===== src/rtl/serial_chan_bank.sv =====
module serial_chan_bank #(
  parameter int CH = 12,
  parameter int DW = 8,
  parameter int SW = 4
) (
  input  logic           clk,
  input  logic           rst_n,
  input  logic           sclk_in,
  input  logic           sdat_in,
  input  logic           load_in,
  output logic           sdo,
  output logic [CH*DW-1:0] chan_flat
);
  localparam int WL = DW + SW;

  logic [2:0]    ck_q, ld_q;
  logic [1:0]    dt_q;
  logic [WL-1:0] sr;
  logic          shift_ev, load_ev;
  logic [SW-1:0] sel;
  logic [DW-1:0] val;
  logic [DW-1:0] ch_q [CH];

  always_ff @(posedge clk or negedge rst_n)
    if (!rst_n) begin
      ck_q <= '0;
      ld_q <= '0;
      dt_q <= '0;
    end else begin
      ck_q <= {ck_q[1:0], sclk_in};
      ld_q <= {ld_q[1:0], load_in};
      dt_q <= {dt_q[0], sdat_in};
    end

  assign shift_ev = ck_q[1] & ~ck_q[2];
  assign load_ev  = ld_q[1] & ~ld_q[2];

  always_ff @(posedge clk or negedge rst_n)
    if (!rst_n)        sr <= '0;
    else if (shift_ev) sr <= {sr[WL-2:0], dt_q[1]};

  assign sdo = sr[WL-1];
  assign sel = sr[SW-1:0];

  for (genvar i = 0; i < DW; i++) begin : g_val
    assign val[i] = sr[WL-1-i];
  end

  for (genvar g = 0; g < CH; g++) begin : g_ch
    always_ff @(posedge clk or negedge rst_n)
      if (!rst_n)                                ch_q[g] <= '0;
      else if (load_ev && sel == SW'(g + 1))     ch_q[g] <= val;

    assign chan_flat[g*DW +: DW] = ch_q[g];

    AST_WRITE_SELECTED: assert property (@(posedge clk) disable iff (!rst_n)
      (load_ev && sel == SW'(g + 1)) |=> ch_q[g] == $past(val));
    AST_OTHERS_HELD: assert property (@(posedge clk) disable iff (!rst_n)
      !(load_ev && sel == SW'(g + 1)) |=> $stable(ch_q[g]));
  end

  AST_NO_EDGE_NO_SHIFT: assert property (@(posedge clk) disable iff (!rst_n)
    !shift_ev |=> $stable(sr));
  AST_SDO_ADVANCES: assert property (@(posedge clk) disable iff (!rst_n)
    shift_ev |=> sdo == $past(sr[WL-2]));
  AST_BAD_CODE_IGNORED: assert property (@(posedge clk) disable iff (!rst_n)
    (load_ev && (sel == '0 || sel > SW'(CH))) |=> $stable(chan_flat));
  AST_NO_STROBE_NO_WRITE: assert property (@(posedge clk) disable iff (!rst_n)
    !load_ev |=> $stable(chan_flat));
endmodule


===== config.mk =====
export PLATFORM = sky130hd
export DESIGN_NAME = serial_chan_bank
export DESIGN_NICKNAME = d
export VERILOG_FILES = /design/src/rtl/serial_chan_bank.sv
export SDC_FILE = /design/constraint.sdc
export NUM_CORES = 1
export LEC_CHECK = 0
export CAP_MARGIN = 25
export CELL_PAD_IN_SITES_DETAIL_PLACEMENT = 1
export CELL_PAD_IN_SITES_GLOBAL_PLACEMENT = 1
export CORE_ASPECT_RATIO = 2
export CORE_UTILIZATION = 40
export DETAILED_ROUTE_END_ITERATION = 8
export DONT_BUFFER_PORTS = 1
export GPL_ROUTABILITY_DRIVEN = 0
export GPL_TIMING_DRIVEN = 0
export PLACE_DENSITY = 0.72
export SLEW_MARGIN = 40
export SYNTH_ARGS = -nofsm -noshare
export SYNTH_HDL_FRONTEND = slang
export SYNTH_SLANG_ARGS = --single-unit

===== constraint.sdc =====
create_clock -name clk -period 2.3 [get_ports clk]
set_input_delay 0 -clock clk [delete_from_list [all_inputs] [get_ports clk]]
set_output_delay 0 -clock clk [all_outputs]
set_load 0.05 [all_outputs]

== Yosys cells after proc, flatten, opt, wreduce, memory -nomap -nowiden ==
Index checks and enable logic that the tools add are counted.

* Bitwise gates (word level): 4
* Reduce and logical (&&, ||, !) cells: 12
* Equality and inequality tests: 12

{| class="wikitable"
|+ Operators with widths
! operator !! number
|-
| == test 4 bit, second input constant || 5
|-
| == test 4 x 3 -> 1 bit, second input constant || 4
|-
| logical AND 1 bit || 12
|-
| == test 4 x 2 -> 1 bit, second input constant || 2
|-
| == test 4 x 1 -> 1 bit, second input constant || 1
|-
| bitwise AND 1 bit || 2
|-
| inverter 1 bit || 2
|}

* Input port bits: 5
* Bits in registers: 116
* Output and inout bits: 97

== Depth between registers and ports, before layout ==
Gate-level depths: netlist (run 1).

* Depth after elaboration: 3
* Mapped depth: 4
* Mapped depth without buffers: 3

== Worst setup path after synthesis (run 1) ==
No wires, ideal clock.

* Kind: register -> register
* Start point: register sr[3]
* End point: register ch_q (netlist bit chan_flat[16])
* Arrival time: 1.443 ns
* Setup time: 0.125 ns
* Data required time: 2.175 ns
* Path slack: 0.732 ns
* Stages on the path, launching flop included: 5
* Clock period less this slack: 1.568 ns
* Path through: dfrtp_1 -> nor4b_2 -> and3_1 -> buf_6 -> mux2_4

* Word-level cells in the longest chain between the ends: 2

{| class="wikitable"
|+ RTL lines
! element !! line !! RTL
|-
| start: declaration || 18 || <nowiki>logic [WL-1:0] sr;</nowiki>
|-
| start signal: assignment || 40 || <nowiki>else if (shift_ev) sr <= {sr[WL-2:0], dt_q[1]};</nowiki>
|-
| == test 4 x 2 -> 1 bit || 52 || <nowiki>else if (load_ev && sel == SW'(g + 1)) ch_q[g] <= val;</nowiki>
|-
| logical AND 1 bit || 52 ||
|-
| end signal: indexed assignment || 52 ||
|-
| end: declaration || 22 || <nowiki>logic [DW-1:0] ch_q [CH];</nowiki>
|}

Every way passes these cells.
A chain may end at the register's enable or synchronous reset.

== Worst setup path in the final report (run 1) ==
* Start point: register sr[3]
* End point: register ch_q (netlist bit chan_flat[19])

The elaborated chain is that of the path after synthesis.

==> metrics.txt, run 1 <==
clk_skew=9.85 ps; Clock power frac=0.398; ant diodes=0; Post-Route Setup TNS=0 ps; # port buffers=0; min-delay worst type=in -> async; wl on met1=3520 um; CP cell instances=nor4b_2 -> and3_1 -> buf_6 -> mux2_4; arrival time worst endpoint=2040 ps; synth cell count leaders=dfrtp_1 (116), mux2_2 (72), nand2_1 (36); grt ovf=0; main combinational cell family by area after synthesis=multiplexers; root buf cell=clkbuf_16; Reg power frac=0.527; CP top delay family=simple AND/OR/NAND/NOR gates; metal2 WL=5620 um; routed vias/inst=5.08; cells after synthesis=282; vias=2322; htree depth=4; Post-Synth Adder-Cell Area=0; setup slack after layout=536 ps; FFs w/ async S/R, synth=1.00; Buf/Inv on CP=1; 1st-pass router iterations=4; hold buffer count at cts=3; count leader, synth=dfrtp_1; mux share of post-synthesis cell area=0.263; failing checks=negative hold slack; Placement Rows=54; Core Region=10900 um^2; FMAX=567 MHz; Total GRT Usage=0.183; data required time of the critical path=2580 ps; CTS Buf Count=17; outcome=finished, violations left; Rel. slew slack=0.535; Final Max Slew Viols=0; xor and xnor area share after synthesis=0; Netlist cell types=15; Net Sw Frac=0.340; Synth top area share=0.652; RSZ-0062 raised after global routing=false; pin count of the biggest net entering global routing=117; Worst setup SP type=flop; share of cells above drive strength 1=0.451; Yosys warning count=0; top routing layer in use=met4; Int Pwr=4.00 mW; Post-Synth Simple-Gate Area=0.0694; Leak=2.61 nW; number of global-route vias before repair=2558; Die W=76.6 um; NetSw=2.07 mW; worst skew pair latency=400 ps; #FFs+latches synth=116; syn avg cell area=15.8 um^2; # setup viols final=0; Syn Nets=287; Least-Margin Pin Slew=697 ps; Clock transition at path regs=50 ps; met3 wire length=392 um; CP Capture Type=flop; # DRC=0; Peak VDD IR=0.000708 V; compound-gate portion of the synthesized area=0; Die H=151 um; CTS tree=yes; CP max stage delay=470 ps; Synth area leader=dfrtp_1; final core utilization=0.479; Final min period=1760 ps; wire per inst=21.2 um; Comb power frac=0.075; dpl ws=516 ps; critical path type=reg -> reg; CP max FO=8; post-route ant nets=0; Initial Util=0.409; initial antenna violation count=0; CTS Sinks=116; WHS=-708 ps; num ports=102; Cell Area, Synth=4450 um^2; Power Dens Cells=1160 nW/um^2; Max Cap Viol=0; clk buf depth=2; post-detail-place hpwl=6450 um; ys flop type=dfrtp_1; first-pass GRT wire length=15200 um; Final Hold Viols=116; Die Area=11600 um^2; Area Overhead vs Synth=17.1%; Crit-path slowest cell=nor4b_2; sequential element share of the synthesized area=0.652; Post-synth EDFFs=0; fin crit share=0.767; ranking of synthesized cells by area=dfrtp_1 (65%), mux2_2 (18%), mux2_4 (8.1%); fin nets=309; DRT iter0 DRCs=78; drt total wl=9710 um
## metal layers
layer  global-route usage  vias to the layer above
met1                0.200                     1223
li1                     -                     1015
met4               0.0798                        0
met5                    0                        -
met3               0.0608                       15
met2                0.320                       69
## placed cells by master (no fill, tap or decap), types with 4 or more instances in the layout
master,instances
nand2_2,8
clkinv_2,4
clkbuf_1,12
nor2b_1,4
mux2_2,72
mux2_4,24
clkbuf_16,17
nand2_1,36
dfrtp_1,116
## layout make-up
| cell class | count | area (um^2) |
|---|---|---|
| fill | 1067 | 5660 |
| sequential | 116 | 2900 |
| multi-input combinational | 153 | 1480 |
| clock buffer | 20 | 447 |
| tap | 140 | 175 |
| clock inverter | 12 | 108 |
| buffer | 13 | 71.3 |
| timing repair buffer | 3 | 30.0 |
## power groups by stage
stage,clock network (mW),registers [mW],logic [mW]
final,2.42,3.20,0.455
after global routing,2.58,3.23,0.501
after CTS,2.49,3.21,0.474
after detailed placement,0,3.24,0.466
after global placement,0,3.23,0.448
after floorplan,0,3.16,0.339
## logic make-up (layout without fill, tap and decap cells)
group,after synthesis,in the layout
buf+inv,13,48
flops,116,116
mux,96,96
simple gates,57,57
## final timing paths
path | start | to | slack (ps) | cells past startpoint
worst max-delay path | sr[3] | chan_flat[19] | 540 | 4
worst min-delay path | rst_n | chan_flat[40] | -710 | 0
worst max register to register | sr[3] | chan_flat[19] | 540 | 4
worst min register to register | ck_q[0] | ck_q[1] | 350 | 0
max in group asynchronous | rst_n | chan_flat[31] | 2860 | 0
min in group clk | sdat_in | dt_q[0] | 150 | 1
## metrics by stage
| step | std cells | power [mW] | hold WS (ps) | cell area, um^2 |
|---|---|---|---|---|
| floorplan | 282 | 3.50 | -296 | 4450 |
| global placement | 422 | 3.68 | -293 | 4630 |
| detailed placement | 422 | 3.71 | -293 | 4630 |
| CTS | 457 | 6.17 | -729 | 5210 |
| global route | 457 | 6.31 | -738 | 5210 |
| finish | 457 | 6.07 | -708 | 5210 |
## state kept, by name, summed over array words and instances (netlist names)
signal     cells
dt_q           2
ck_q           3
chan_flat     96
ld_q           3
sr            12
## repair_timing
action,CTS,global route
endpoints found under the hold margin,119,116
resized for setup,0,0
buffers inserted,0,0
setup endpoints to repair,0,0
No activity file was read; power rests on OpenSTA's default activity.
==> run 2: changes to the inputs <==
clock period = 1.7 ns   (was 2.3 ns; I/O delays follow)
==> run 2 against run 1 <==
  * The run still ends with negative hold slack left
  * Count of clock-buffer cells in the layout is the same
  * Global-route usage did not move
  * Non-clock buffer count rose by 2
  * Register-to-register slack got worse by 470 ps
  * First-iteration DRC count shrank 6.4%
  * Die area stayed put
  * Largest cell class unchanged
==> metrics.txt, run 2 (same netlist as run 1, synthesis figures left out) <==
arrival time worst endpoint=1910 ps; outcome=finished, violations left; leading cell type in the layout, fill and taps excluded=dfrtp_1; post-detail-place hpwl=6450 um; Power Dens Cells=1570 nW/um^2; num ports=102; routed vias/inst=5.04; clk buf depth=2; # port buffers=0; root buf cell=clkbuf_16; Leak=2.63 nW; CTS tree=yes; Die H=151 um; Post-Route Setup TNS=0 ps; grt ovf=0; post-route ant nets=0; worst r2r src=sr[3]; share of cells above drive strength 1=0.461; DRT iter0 DRCs=73; RSZ-0062 raised after global routing=true; wire per inst=21.2 um; FMAX=610 MHz; number of global-route vias before repair=2558; worst skew pair latency=400 ps; ant diodes=0; max reg flops=96; first-pass GRT wire length=15200 um; Final Max Slew Viols=0; Core Region=10900 um^2; Placement Rows=54; data required time of the critical path=1980 ps; Final min period=1640 ps; Die W=76.6 um; CP max FO=8; Least-Margin Pin Slew=701 ps; htree depth=4; vias=2314; 1st-pass router iterations=4; Final Hold Viols=116; r2r worst-path depth=4; failing checks=negative hold slack; min-delay worst type=in -> async; hold buffer count at cts=3; Die Area=11600 um^2; fin nets=311; Total GRT Usage=0.183; WHS=-706 ps; Max Cap Viol=0; CTS Buf Count=17; Reg2Reg Capture Point=chan_flat[51]; fin crit share=0.964; CTS Sinks=116; CP Capture Type=flop; fin cells=459; drt total wl=9730 um; initial antenna violation count=0; placed cells=422; Rel. slew slack=0.533; Area Overhead vs Synth=17.8%; Worst setup SP type=flop; Initial Util=0.409; Peak VDD IR=0.000958 V; # DRC=0; commonest cells after routing, fill and taps aside=dfrtp_1 (114), mux2_2 (72), nand2_1 (36); critical path type=reg -> reg; clk_skew=10.9 ps; Clock transition at path regs=50 ps; # setup viols final=0; flop2flop setup slack=60 ps; pin count of the biggest net entering global routing=117
[run 2: changes by cell type in the layout (fill, tap and decap cells not counted)]
cell / before / now
dfrtp_2: 0 / 2
nor4b_4: 0 / 1
dfrtp_1: 116 / 114
nand4_2: 1 / 0
nand4_4: 0 / 1
buf_4: 0 / 2
nor4b_2: 1 / 0
[run 2: power by group]
part / switching [mW] / total (mW) / internal [mW] / leakage (nW)
sequential: 1.26 / 4.33 / 3.07 / 1.58
combinational: 0.319 / 0.629 / 0.309 / 0.782
clock: 1.23 / 3.27 / 2.04 / 0.266
[run 2: per-stage QoR]
stage	setup WS (ps)	total power [mW]	instance area, um^2	hold WS (ps)	utilization
finish	61.1	8.23	5250	-706	0.483
global route	-9.29	8.56	5250	-738	0.483
CTS	1.12	8.35	5220	-729	0.480
detailed placement	-83.7	5.02	4630	-293	0.426
global placement	-63.6	4.98	4630	-293	0.426
floorplan	132	4.73	4450	-296	-
[run 2: layout make-up]
cell class / count / area (um^2)
plain buffers: 13 / 71.3
clock buffers: 20 / 447
clock inverters: 12 / 108
fillers: 1064 / 5630
multi-input cells: 153 / 1500
flip-flops and latches: 116 / 2910
well taps: 140 / 175
repair buffers: 5 / 45.0
[run 2: how the worst max path moves through the flow]
stage / endpoint / cells past startpoint / slack (ps) / startpoint
final: chan_flat[51] / 4 / 60 / sr[3]
after global routing: chan_flat[19] / 4 / -9 / sr[3]
after CTS: chan_flat[19] / 4 / 1 / sr[3]
after detailed placement: chan_flat[18] / 4 / -80 / sr[3]
after global placement: chan_flat[23] / 4 / -60 / sr[3]
after floorplan: chan_flat[16] / 4 / 130 / sr[3]
[run 2: what timing repair did]
item                       CTS  global route
setup endpoints to repair    8            32
pin swaps                    0             3
hold endpoints to repair   119           116
cloned                       0             0
buffers inserted             0             2
resized for setup            1             3
[run 2: critical path, cell delays in order (launching register included)]
cell	delay [ps]
dfrtp_2	470
and4bb_4	390
and3_4	190
buf_6	160
mux2_4	310
[run 2: routing by layer]
layer  part of all wire  wire (um)  global-route usage
met1               0.37       3560               0.200
met2               0.58       5650               0.320
met3              0.039        378              0.0608
met4              0.014        138              0.0798
met5                  0          0                   0
